==> src/rtl/acq_round_ctrl.sv <==
module acq_round_ctrl #(
  parameter int ADDR_W = 18,
  parameter int DATA_W = 16,
  parameter int ADC_W  = 12
) (
  input  logic              clk,
  input  logic              rst_n,
  input  logic              trig_i,
  input  logic              release_i,
  input  logic              smp_vld_i,
  input  logic [ADC_W-1:0]  smp_data_i,
  input  logic [ADDR_W-1:0] host_addr_i,
  output logic              samp_ce_o,
  output logic              sram_we_o,
  output logic [ADDR_W-1:0] sram_addr_o,
  output logic [DATA_W-1:0] sram_wdata_o,
  output logic              host_oe_o,
  output logic              done_o,
  output logic              irq_o
);
  localparam int PAD = DATA_W - ADC_W;
  localparam logic [ADDR_W-1:0] LAST = '1;

  typedef enum logic [1:0] {S_IDLE, S_ARMED, S_SAMP, S_HOST} st_t;

  st_t               st;
  logic [ADDR_W-1:0] cnt;
  logic              phase;

  always_ff @(posedge clk or negedge rst_n) begin
    if (!rst_n) begin
      st    <= S_IDLE;
      cnt   <= '0;
      phase <= 1'b0;
      irq_o <= 1'b0;
    end else begin
      irq_o <= 1'b0;
      case (st)
        S_IDLE: if (trig_i) begin
          st <= S_ARMED; cnt <= '0; phase <= 1'b1;
        end
        S_ARMED: if (trig_i) begin
          cnt <= '0; phase <= 1'b1;
        end else begin
          st <= S_SAMP; phase <= ~phase;
        end
        S_SAMP: if (trig_i) begin
          st <= S_ARMED; cnt <= '0; phase <= 1'b1;
        end else begin
          phase <= ~phase;
          if (smp_vld_i) begin
            cnt <= cnt + 1'b1;
            if (cnt == LAST) begin
              st <= S_HOST; irq_o <= 1'b1;
            end
          end
        end
        S_HOST: if (release_i) st <= S_IDLE;
        default: st <= S_IDLE;
      endcase
    end
  end

  assign done_o       = (st == S_HOST);
  assign host_oe_o    = done_o;
  assign sram_addr_o  = done_o ? host_addr_i : cnt;
  assign sram_we_o    = (st == S_SAMP) && smp_vld_i;
  assign samp_ce_o    = ((st == S_ARMED) || (st == S_SAMP)) && phase;
  assign sram_wdata_o = {{PAD{1'b0}}, smp_data_i};

  p_irq_single_r6: assert property (@(posedge clk) disable iff (!rst_n)
    irq_o |=> !irq_o);
  p_irq_on_done_r6: assert property (@(posedge clk) disable iff (!rst_n)
    $rose(done_o) |-> irq_o);
  p_no_write_host_r7: assert property (@(posedge clk) disable iff (!rst_n)
    host_oe_o |-> !sram_we_o);
  p_ce_alternates_r3: assert property (@(posedge clk) disable iff (!rst_n)
    (samp_ce_o && !trig_i) |=> !samp_ce_o);
  p_addr_step_r5: assert property (@(posedge clk) disable iff (!rst_n)
    (sram_we_o && !trig_i && sram_addr_o != LAST) |=>
      (sram_addr_o == $past(sram_addr_o) + 1'b1));
  p_trig_ignored_r8: assert property (@(posedge clk) disable iff (!rst_n)
    (done_o && !release_i) |=> done_o);
  p_restart_r9: assert property (@(posedge clk) disable iff (!rst_n)
    (trig_i && !done_o) |=> (sram_addr_o == '0 && !sram_we_o));
endmodule

==> config.mk <==
export PLATFORM = sky130hd
export DESIGN_NAME = acq_round_ctrl
export DESIGN_NICKNAME = d
export VERILOG_FILES = /design/src/rtl/acq_round_ctrl.sv
export SDC_FILE = /design/constraint.sdc
export NUM_CORES = 1
export LEC_CHECK = 0
export BUFFER_PORTS_ARGS = -buffer_cell sky130_fd_sc_hd__buf_2
export CORE_MARGIN = 1.5
export CORE_UTILIZATION = 48
export DETAILED_ROUTE_END_ITERATION = 7
export PLACE_DENSITY_LB_ADDON = 0.25
export SLEW_MARGIN = 0
export SYNTH_ARGS = -nofsm -noshare
export SYNTH_HDL_FRONTEND = slang
export SYNTH_SLANG_ARGS = --single-unit
==> constraint.sdc <==
create_clock -name clk -period 2.19 [get_ports clk]
set_input_delay 0.3285 -clock clk [delete_from_list [all_inputs] [get_ports clk]]
set_output_delay 0.3285 -clock clk [all_outputs]
set_load 0.02 [all_outputs]
==> implementation parameters, run 1 <==
Parameter                              Value

Synthesis
  Count of state elements after synthesis ... 22
  Synthesis warning total ... 0
  Post-synthesis sequential area ratio ... 31.9%
  Leading post-synthesis cells by cell area ... sky130_fd_sc_hd__dfrtp_1 (32%), sky130_fd_sc_hd__mux2_2 (10%), sky130_fd_sc_hd__buf_4 (7.8%)
  Post-Synthesis Cells ... 188
  Dominant synthesized flop cell ... sky130_fd_sc_hd__dfrtp_1
  Proportion of register bits with asynchronous set or reset after synthesis ... 100%
  Area of the mapped netlist ... 0.00172 sq mm
  Average size of a mapped cell ... 9.17 sq um
  Synth top area share ... 31.9%
  Number of synthesized flops with an enable pin ... 0
  Number of unique standard cell types used by synthesis ... 40
  Cell type with the largest total area after synthesis ... sky130_fd_sc_hd__dfrtp_1

Min path
  Worst hold path type ... input pin to flop

Pwr
  Reported net switching power ... 0.811 mW
  Maximum vdd ir drop ... 825 uV
  Design internal power ... 0.987 mW
  Pwr Density ... 938 mW/mm^2
  Flop pwr share ... 25.4%
  Relative contribution of the clock network to total power ... 12.8%
  Static leakage power ... 0.902 nW
  Comb power frac ... 61.8%
  Switching power share of the total ... 45.1%

Placement
  Buffers added on ports ... 45
  Final estimated routing congestion in global placement ... 0.883
  Placed cell count ... 261
  Post-Place Cell Area ... 0.00186 sq mm
  Half-perimeter wire length of the detailed placement result ... 2.69 mm

Clocking
  Post CTS Setup Buffer Count ... 0
  Clock sink total ... 22
  Inserted Clock Buffers ... 3
  CTS root buf ... sky130_fd_sc_hd__clkbuf_4
  Insertion delay to the later sink of the worst-skew pair ... 310 ps
  Clock transition at path regs ... 120 ps
  CTS tree ... yes
  H-tree depth ... 1
  Number of buffers on the longest clock path ... 2

Floorplanning
  Die footprint ... 0.00396 sq mm
  Die X ... 62.9 um
  Ports placed on the boundary ... 74
  Area of the core ... 0.00339 sq mm
  Starting Density ... 50.9%
  Row cnt ... 21
  Die height ... 62.9 um

GRT
  Wire length of the first global-routing pass ... 6.65 mm
  GRT Residual Overflow ... 0
  Antenna violations before repair ... 0
  Number of global-route vias before repair ... 1439
  GR Util All Layers ... 20.3%
  Largest net degree at the start of global routing ... 23

Layout
  N_diodes ... 0
  Final cell area excluding filler cells ... 0.00192 sq mm
  Number of nets at the end of the flow ... 261
  Area growth syn-to-layout ... 11.2%
  Filler instances ... 328
  Non-filler instance count after layout ... 266
  Fraction of layout instances using a drive strength above 1 ... 35.0%

STA
  RSZ-0062 raised after global routing ... true
  Relative slew slack ... 64.7%
  Number of pins exceeding their max-slew limit in the final report ... 0
  Final worst path period share ... 94.1%
  FMAX ... 485 MHz
  Shortest period the worst path allows ... 2060 ps
  Final-report setup violation count ... 0
  Final setup TNS ... 0 ps
  Hold_ws ... 312 ps
  Final-report hold violation count ... 0
  Worst-case clock skew ... 4.28 ps
  Actual transition at the worst max-transition pin ... 527 ps

Run
  Max cap viols ... 0

Status
  Run status ... complete, no violations

Worst setup path
  Origin of the worst setup path ... st[1]
  Maximum fanout count along the critical path ... 12
  Data required time at the worst endpoint ... 1860 ps
  Startpoint types ... flop
  Minimum setup slack among reg-to-reg paths ... 250 ps
  Endpoint of the lowest-slack register-to-register path ... cnt[16]
  Worst r2r path cells ... 7
  Launching point of the worst reg2reg path ... st[0]
  End point of the critical path ... sram_addr_o[11]
  Element type at the critical path end ... output pin
  Classification of the worst setup path ... flop to output pin
  Data arrival at the endpoint of the critical path ... 1730 ps

Detailed routing
  Post-detailed-route DRC marker count ... 0
  Vias after detailed routing ... 1510
  Pre-Repair DR Iteration Count ... 4
  Wire length after detailed routing ... 3.64 mm
  WL per Instance ... 13.7 um
  Iteration-0 DRC Markers ... 46
  Vias per std cell ... 5.68
  Detail Route Antenna Nets ... 0
-- layer usage --
layer  wire [um]  global-route usage [%]  up-vias  share of wire, %
met2        1720                    33.9       39                47
met4          31                    3.61        0              0.85
met1        1710                    27.5      721                47
met5           0                       0        -                 0
met3         176                    3.96        8               4.8
li1            -                       -      742                 -
-- cells in the final DEF, fill, tap and decap left out, types with 4 or more instances in the layout --
cell / synthesis / layout
sky130_fd_sc_hd__mux2_2: 16 / 16
sky130_fd_sc_hd__inv_1: 7 / 7
sky130_fd_sc_hd__ha_1: 5 / 5
sky130_fd_sc_hd__conb_1: 1 / 4
sky130_fd_sc_hd__a21oi_1: 13 / 13
sky130_fd_sc_hd__nor2_1: 4 / 4
sky130_fd_sc_hd__o31a_1: 5 / 5
sky130_fd_sc_hd__buf_4: 18 / 7
sky130_fd_sc_hd__buf_2: 2 / 45
sky130_fd_sc_hd__or4_1: 9 / 9
sky130_fd_sc_hd__nand2_1: 13 / 13
sky130_fd_sc_hd__o21a_1: 4 / 4
sky130_fd_sc_hd__dfrtp_1: 22 / 22
sky130_fd_sc_hd__nand4_1: 5 / 5
sky130_fd_sc_hd__o21ai_0: 6 / 6
sky130_fd_sc_hd__nor4_1: 5 / 5
sky130_fd_sc_hd__o31ai_1: 8 / 8
sky130_fd_sc_hd__nand3_1: 5 / 5
-- what timing repair did --
item	in CTS	in global routing
gates resized for setup	0	1
setup endpoints to repair	0	3
hold endpoints to repair	22	0
hold buffers	1	0
-- cell usage after synthesis (6+ instances only) --
cell / instances
sky130_fd_sc_hd__dfrtp_1: 22
sky130_fd_sc_hd__inv_1: 7
sky130_fd_sc_hd__a21oi_1: 13
sky130_fd_sc_hd__o21ai_0: 6
sky130_fd_sc_hd__buf_4: 18
sky130_fd_sc_hd__mux2_2: 16
sky130_fd_sc_hd__o31ai_1: 8
sky130_fd_sc_hd__nand2_1: 13
sky130_fd_sc_hd__or4_1: 9
-- power by group through the flow --
| stage | sequential (mW) | clock (mW) | combinational [mW] |
|---|---|---|---|
| after floorplan | 0.465 | 0 | 0.875 |
| after global placement | 0.464 | 0 | 1.09 |
| after detailed placement | 0.465 | 0 | 1.10 |
| after CTS | 0.457 | 0.243 | 1.11 |
| after global routing | 0.463 | 0.254 | 1.24 |
| final | 0.457 | 0.230 | 1.11 |
-- kinds of logic after synthesis --
family                     count (synthesis)  share of synthesized area [%]
xor gates and xnor gates                   1                          0.508
buffers and inverters                     35                           13.6
and+or+nand+nor                           64                           22.6
DFF                                       22                           31.9
adders and majority gates                  5                           3.63
AOI/OAI and AO/OA                         41                           15.3
muxes                                     19                           12.2
other                                      1                          0.217
-- worst max-delay path, cell delays in order, from the launching register on --
cell                      delay, ps
sky130_fd_sc_hd__dfrtp_1        370
sky130_fd_sc_hd__buf_4          170
sky130_fd_sc_hd__ha_1           170
sky130_fd_sc_hd__buf_4          200
sky130_fd_sc_hd__mux2_2         350
sky130_fd_sc_hd__buf_2          160
-- stage by stage --
stage	setup WS (ps)	total power, mW	util, %
final	129	1.80	56.6
after global routing	-1.53	1.95	56.6
after CTS	107	1.81	56.3
after detailed placement	143	1.57	55.0
after global placement	209	1.56	55.0
after floorplan	171	1.34	-
-- cell type report --
type	instances	area [sq um]	area share [%]
Sequential cell	22	551	28.7
Clock buffer	4	36.3	1.89
Tap cell	46	57.6	3.00
Inverter	7	26.3	1.37
Timing Repair Buffer	53	288	15.0
Multi-Input combinational cell	134	958	50.0
-- state kept, by name (all words and copies together) (netlist names) --
signal,cells
irq_o,1
phase,1
cnt,18
st,2
-- worst min-delay path by stage --
| stage | endpoint | start | depth (start not counted) | slack (ps) |
|---|---|---|---|---|
| 2_1_floorplan | cnt[0] | rst_n | 0 | 30 |
| 3_3_place_gp | cnt[7] | rst_n | 1 | 330 |
| 3_5_place_dp | cnt[7] | rst_n | 1 | 330 |
| 4_1_cts | cnt[1] | smp_vld_i | 3 | 300 |
| 5_1_grt | irq_o | smp_vld_i | 3 | 310 |
| 6_report | cnt[1] | smp_vld_i | 3 | 310 |
No activity file was read; power rests on OpenSTA's default activity.
==> inputs of run 2 (changes only) <==
--- a/config.mk
+++ b/config.mk
@@ -5,9 +5,10 @@
 export SDC_FILE = /design/constraint.sdc
 export NUM_CORES = 1
 export LEC_CHECK = 0
+export ABC_AREA = 1
 export BUFFER_PORTS_ARGS = -buffer_cell sky130_fd_sc_hd__buf_2
 export CORE_MARGIN = 1.5
-export CORE_UTILIZATION = 48
+export CORE_UTILIZATION = 41
 export DETAILED_ROUTE_END_ITERATION = 7
 export PLACE_DENSITY_LB_ADDON = 0.25
 export SLEW_MARGIN = 0
==> run 2 against run 1 <==
Effect of this change:
- worst hold slack got worse by 290 ps
- clock-buffer cell count is 1 lower
- total power shrank 7.1%
- clock power increased by 68%
- wire length decreased by 2.9%
- sequential power rose by 3%
- critical endpoint is now sram_addr_o[5]
- largest cell class unchanged
- largest power group unchanged
- highest routed layer unchanged
==> implementation parameters, run 2 <==
Parameter                              Value

GRT
  GRT Residual Overflow ... 0
  Wire length of the first global-routing pass ... 5.97 mm
  GR Util All Layers ... 17.0%
  Largest net degree at the start of global routing ... 27
  Number of global-route vias before repair ... 1395
  Antenna violations before repair ... 0

Synthesis
  Post-Synthesis Cells ... 241
  Synth top area share ... 32.1%
  Number of synthesized flops with an enable pin ... 0
  Cell type with the largest total area after synthesis ... sky130_fd_sc_hd__dfrtp_1
  Number of unique standard cell types used by synthesis ... 28
  Leading post-synthesis cells by cell area ... sky130_fd_sc_hd__dfrtp_1 (32%), sky130_fd_sc_hd__nand2_1 (14%), sky130_fd_sc_hd__buf_4 (7.4%)
  Area of the mapped netlist ... 0.00172 sq mm
  Synth cell count leaders ... sky130_fd_sc_hd__nand2_1 (62), sky130_fd_sc_hd__inv_1 (24), sky130_fd_sc_hd__dfrtp_1 (22), sky130_fd_sc_hd__nor2_1 (22), sky130_fd_sc_hd__o21ai_0 (19)
  Post-synthesis sequential area ratio ... 32.1%
  Count of state elements after synthesis ... 22
  Proportion of register bits with asynchronous set or reset after synthesis ... 100%
  Dominant synthesized flop cell ... sky130_fd_sc_hd__dfrtp_1
  Synthesis warning total ... 0
  Average size of a mapped cell ... 7.12 sq um
  Dominant cell by count in the synthesized netlist ... sky130_fd_sc_hd__nand2_1

Floorplanning
  Ports placed on the boundary ... 74
  Die height ... 67.7 um
  Area of the core ... 0.00400 sq mm
  Die X ... 67.7 um
  Row cnt ... 23
  Starting Density ... 42.9%
  Die footprint ... 0.00458 sq mm

Pwr
  Overall Power ... 1.67 mW
  Static leakage power ... 1.01 nW
  Pwr Density ... 861 mW/mm^2
  Maximum vdd ir drop ... 644 uV

Placement
  Buffers added on ports ... 45
  Final estimated routing congestion in global placement ... 0.857
  Worst setup slack after placement ... 407 ps
  Placed cell count ... 319
  Half-perimeter wire length of the detailed placement result ... 2.72 mm

Layout
  Number of nets at the end of the flow ... 314
  Most used cells in the layout excluding fill and tap cells ... sky130_fd_sc_hd__nand2_1 (62), sky130_fd_sc_hd__buf_2 (45), sky130_fd_sc_hd__inv_1 (24), sky130_fd_sc_hd__nor2_1 (22), sky130_fd_sc_hd__dfrtp_1 (22)
  Register name with the most flops ... cnt
  Max FFs per register ... 18
  Most common cell after layout, fill and taps aside ... sky130_fd_sc_hd__nand2_1
  Area growth syn-to-layout ... 13.1%
  Fraction of layout instances using a drive strength above 1 ... 28.9%
  Storage cell area ... 551 sq um
  Biggest regs ... cnt x18, st x2
  Area used by multi-input combinational logic ... 907 sq um
  Filler instances ... 412
  Non-filler instance count after layout ... 323
  N_diodes ... 0

STA
  RSZ-0062 raised after global routing ... false
  Number of pins exceeding their max-slew limit in the final report ... 0
  Relative slew slack ... 65.4%
  Actual transition at the worst max-transition pin ... 519 ps
  Worst-case clock skew ... 9.30 ps
  Final setup TNS ... 0 ps
  Shortest period the worst path allows ... 2060 ps
  Final worst path period share ... 94.1%
  Final-report hold violation count ... 0
  Final setup slack of the worst path ... 129 ps
  FMAX ... 485 MHz
  Final-report setup violation count ... 0

Worst setup path
  Element type at the critical path end ... output pin
  Maximum fanout count along the critical path ... 26
  Chain of cells forming the critical path ... ha_1 > buf_4 > mux2_2 > buf_2
  CP max-delay cell ... sky130_fd_sc_hd__dfrtp_1
  Data required time at the worst endpoint ... 1860 ps
  Max stage delay on crit path ... 470 ps
  Classification of the worst setup path ... flop to output pin
  Startpoint types ... flop
  Data arrival at the endpoint of the critical path ... 1730 ps

Clocking
  CTS root buf ... sky130_fd_sc_hd__clkbuf_8
  Number of buffers on the longest clock path ... 2
  Inserted Clock Buffers ... 3
  Post CTS Setup Buffer Count ... 0
  Insertion delay to the later sink of the worst-skew pair ... 270 ps
  Clock sink total ... 22
  Number of resized instances in the post-cts repair step ... 0
  Number of hold buffers added after CTS ... 0
  CTS tree ... yes
  Clock transition at path regs ... 90 ps
  H-tree depth ... 1

Detailed routing
  Metal-1 WL ... 1.77 mm
  Vias after detailed routing ... 1523
  Routed wl met3 ... 175 um
  Detail Route Antenna Nets ... 0
  Vias per std cell ... 4.72
  Iteration-0 DRC Markers ... 101
  Met2 wirelength from detailed routing ... 1.53 mm
  Wire length after detailed routing ... 3.53 mm
  Pre-Repair DR Iteration Count ... 4
  Post-detailed-route DRC marker count ... 0
  WL per Instance ... 10.9 um
  Highest routed metal layer ... met4

Status
  Run status ... complete, no violations

Min path
  Worst hold path type ... input pin to asynchronous set/reset pin

Run
  Max cap viols ... 0
[run 2: routing by layer]
| layer | vias up | track usage [%] |
|---|---|---|
| li1 | 815 | - |
| met1 | 661 | 22.7 |
| met2 | 39 | 27.2 |
| met3 | 8 | 2.33 |
| met4 | 0 | 7.65 |
| met5 | - | 0 |
[run 2: final cells by class]
class                      count  area share [%]
inverter                      28            5.55
sequential                    22            28.4
clock buffer                   3            2.13
clock inverter                 1            1.55
tap                           50            3.23
timing repair buffer          47            12.4
multi-input combinational    172            46.8
[run 2: path summary, 6_finish.rpt]
path                            startpoint              to  slack [ps]  cells past startpoint
worst max-delay path                 st[1]  sram_addr_o[5]         130                      4
worst min-delay path                 rst_n          cnt[6]          20                      1
worst max register to register       st[0]         cnt[11]         470                     10
worst min register to register       phase           phase         520                      2
max in group asynchronous            rst_n           st[1]        1810                      1
min in group clk                    trig_i           irq_o         340                      2
[run 2: metrics by stage]
| stage | utilization (%) | hold slack (ps) | instance area [sq um] |
|---|---|---|---|
| 6_report | 48.5 | 22.4 | 1940 |
| 5_1_grt | 48.5 | 48.2 | 1940 |
| 4_1_cts | 48.5 | 37.6 | 1940 |
| 3_5_place_dp | 46.7 | 333 | 1870 |
| 3_3_place_gp | 46.7 | 332 | 1870 |
| 2_1_floorplan | - | 32.9 | 1730 |
[run 2: report_power, final]
group	switching, mW	leakage, nW	internal (mW)
logic	0.551	0.673	0.263
registers	0.0329	0.300	0.437
clock network	0.141	0.0357	0.244
total	0.725	1.01	0.944
[run 2: logic make-up (layout without fill, tap and decap cells)]
group / Yosys count / in the layout / share of synthesized area (%)
AO/OA/AOI/OAI: 36 / 36 / 10.7
adder cells (fa/ha/maj): 5 / 5 / 3.65
buffers and inverters: 50 / 79 / 15.7
flip-flops: 22 / 22 / 32.1
multiplexers: 5 / 5 / 3.28
other: 1 / 4 / 0.219
AND/OR/NAND/NOR: 122 / 122 / 34.4
[run 2: critical path, delay by kind of cell, from the launching register on]
family	cells	cell delay (ps)
DFF	1	470
buffers and inverters	2	430
muxes	1	360
adders and majority gates	1	210
==> inputs of run 3 (changes only) <==
==> constraint.sdc (replaced) <==
create_clock -name clk -period 2.19 [get_ports clk]
set_input_delay 0.5475 -clock clk [delete_from_list [all_inputs] [get_ports clk]]
set_output_delay 0.5475 -clock clk [all_outputs]
set_load 0.02 [all_outputs]
==> run 3 against run 2 <==
Effect of this change:
- die area stayed put
- cell count is 0.62% higher
- highest routed layer unchanged
- cell area is 0.97% higher
- via count is 1.1% lower
- sequential share of layout area is 0.27 points lower
- non-clock buffer count is 2 higher
- critical endpoint is now sram_addr_o[7]
- largest power group unchanged
- global-route usage is 0.10 points higher
- register-to-register slack worse by 100 ps
- clock power hardly changed
- worst setup slack worse by 27 ps
- worst hold slack better by 230 ps
==> implementation parameters, run 3 (synthesis gave the netlist of run 2 again) <==
Parameter                              Value

GRT
  Met1 Usage GRT ... 23.1%
  M2 GR Usage ... 27.7%
  Number of global-route vias before repair ... 1383
  Antenna violations before repair ... 0
  GR Util All Layers ... 17.1%
  Layer with the highest usage after global routing ... met2
  GRT Residual Overflow ... 0
  Met3 track demand over resource in global routing ... 2.50%
  Wire length of the first global-routing pass ... 6.01 mm
  Largest net degree at the start of global routing ... 23

Placement
  Buffers added on ports ... 45
  Final estimated routing congestion in global placement ... 0.853
  Half-perimeter wire length of the detailed placement result ... 2.73 mm

STA
  Final setup TNS ... 0 ps
  Final-report hold violation count ... 0
  Final worst path period share ... 95.4%
  Number of pins exceeding their max-slew limit in the final report ... 0
  Actual transition at the worst max-transition pin ... 528 ps
  Shortest period the worst path allows ... 2090 ps
  Hold_ws ... 250 ps
  RSZ-0062 raised after global routing ... false
  FMAX ... 479 MHz
  Final-report setup violation count ... 0
  Worst-case clock skew ... 1.24 ps
  Relative slew slack ... 64.8%

Clocking
  Clock transition at path regs ... 90 ps
  H-tree depth ... 1
  CTS root buf ... sky130_fd_sc_hd__clkbuf_8
  Inserted Clock Buffers ... 3
  Insertion delay to the later sink of the worst-skew pair ... 260 ps
  Clock sink total ... 22
  Number of buffers on the longest clock path ... 2
  CTS tree ... yes

Worst setup path
  End point of the critical path ... sram_addr_o[7]
  CP max-delay cell ... sky130_fd_sc_hd__dfrtp_1
  Startpoint types ... flop
  Maximum fanout count along the critical path ... 21
  Data required time at the worst endpoint ... 1640 ps
  Origin of the worst setup path ... st[0]
  Data arrival at the endpoint of the critical path ... 1540 ps
  Element type at the critical path end ... output pin
  Classification of the worst setup path ... flop to output pin
  Endpoint of the lowest-slack register-to-register path ... cnt[11]
  Worst r2r path cells ... 11
  Max stage delay on crit path ... 380 ps
  Chain of cells forming the critical path ... ha_1 > buf_6 > mux2_2 > buf_2
  Minimum setup slack among reg-to-reg paths ... 370 ps
  Launching point of the worst reg2reg path ... st[0]

Detailed routing
  Wire length after detailed routing ... 3.58 mm
  Iteration-0 DRC Markers ... 61
  Vias after detailed routing ... 1507
  Detail Route Antenna Nets ... 0
  WL per Instance ... 11.0 um
  Vias per std cell ... 4.64
  Pre-Repair DR Iteration Count ... 4
  Post-detailed-route DRC marker count ... 0

Layout
  Filler instances ... 411
  Most common cell after layout, fill and taps aside ... sky130_fd_sc_hd__nand2_1
  N_diodes ... 0
  Storage cell area ... 551 sq um
  Biggest regs ... cnt x18, st x2
  Fraction of layout instances using a drive strength above 1 ... 29.5%
  Register name with the most flops ... cnt
  Area growth syn-to-layout ... 14.2%
  Area used by multi-input combinational logic ... 907 sq um
  Max FFs per register ... 18
  Number of nets at the end of the flow ... 316
  Most used cells in the layout excluding fill and tap cells ... sky130_fd_sc_hd__nand2_1 (62), sky130_fd_sc_hd__buf_2 (45), sky130_fd_sc_hd__inv_1 (24), sky130_fd_sc_hd__nor2_1 (22), sky130_fd_sc_hd__dfrtp_1 (22)

Floorplanning
  Starting Density ... 42.9%
  Die footprint ... 0.00458 sq mm
  Area of the core ... 0.00400 sq mm
  Die height ... 67.7 um
  Ports placed on the boundary ... 74
  Die X ... 67.7 um
  Row cnt ... 23

Pwr
  Static leakage power ... 1.02 nW
  Overall Power ... 1.70 mW
  Maximum vdd ir drop ... 525 uV
  Pwr Density ... 870 mW/mm^2

Status
  Run status ... complete, no violations

Run
  Max cap viols ... 0

Min path
  Worst hold path type ... input pin to asynchronous set/reset pin
-- run 3: worst min-delay path by stage --
| stage | end | slack (ps) |
|---|---|---|
| 2_1_floorplan | cnt[0] | 250 |
| 3_3_place_gp | phase | 500 |
| 3_5_place_dp | cnt[16] | 510 |
| 4_1_cts | cnt[2] | 260 |
| 5_1_grt | cnt[9] | 290 |
| 6_report | cnt[2] | 250 |
-- run 3: layout make-up --
type,instances,share of cell area [%]
clock buffers,3,2.11
clock inverters,1,1.53
inverters,28,5.50
multi-input cells,172,46.3
flip-flops and latches,22,28.1
well taps,50,3.19
repair buffers,49,13.2
-- run 3: per-layer routing --
metal / part of all wire, % / vias up
met2: 44 / 33
met1: 51 / 658
met3: 4.3 / 4
li1: - / 812
met5: 0 / -
met4: 0.84 / 0
-- run 3: what timing repair did --
action                                  in CTS  in global routing
endpoints found under the setup margin       0                  4
buffers inserted                             0                  1
hold buffers                                 0                  0
resized for setup                            0                  1
-- run 3: where the power goes --
group          internal, mW  total (mW)  switching [mW]
Combinational         0.288       0.861           0.573
Sequential            0.437       0.455          0.0180
Clock                 0.244       0.387           0.143
Total                 0.969        1.70           0.734
-- run 3: critical path, delay by kind of cell (launching register included) --
family	cells	cell delay, ps
buffers and inverters	2	350
adder cells (fa/ha/maj)	1	200
multiplexers	1	340
flip-flops	1	380
-- run 3: per-stage QoR --
step	area, sq um	utilization (%)	worst slack [ps]	instances
after floorplan	1730	-	85.5	244
after global placement	1880	46.9	343	320
after detailed placement	1880	46.9	313	320
after CTS	1950	48.7	10.2	324
after global routing	1960	49.0	32.6	325
final	1960	49.0	102	325
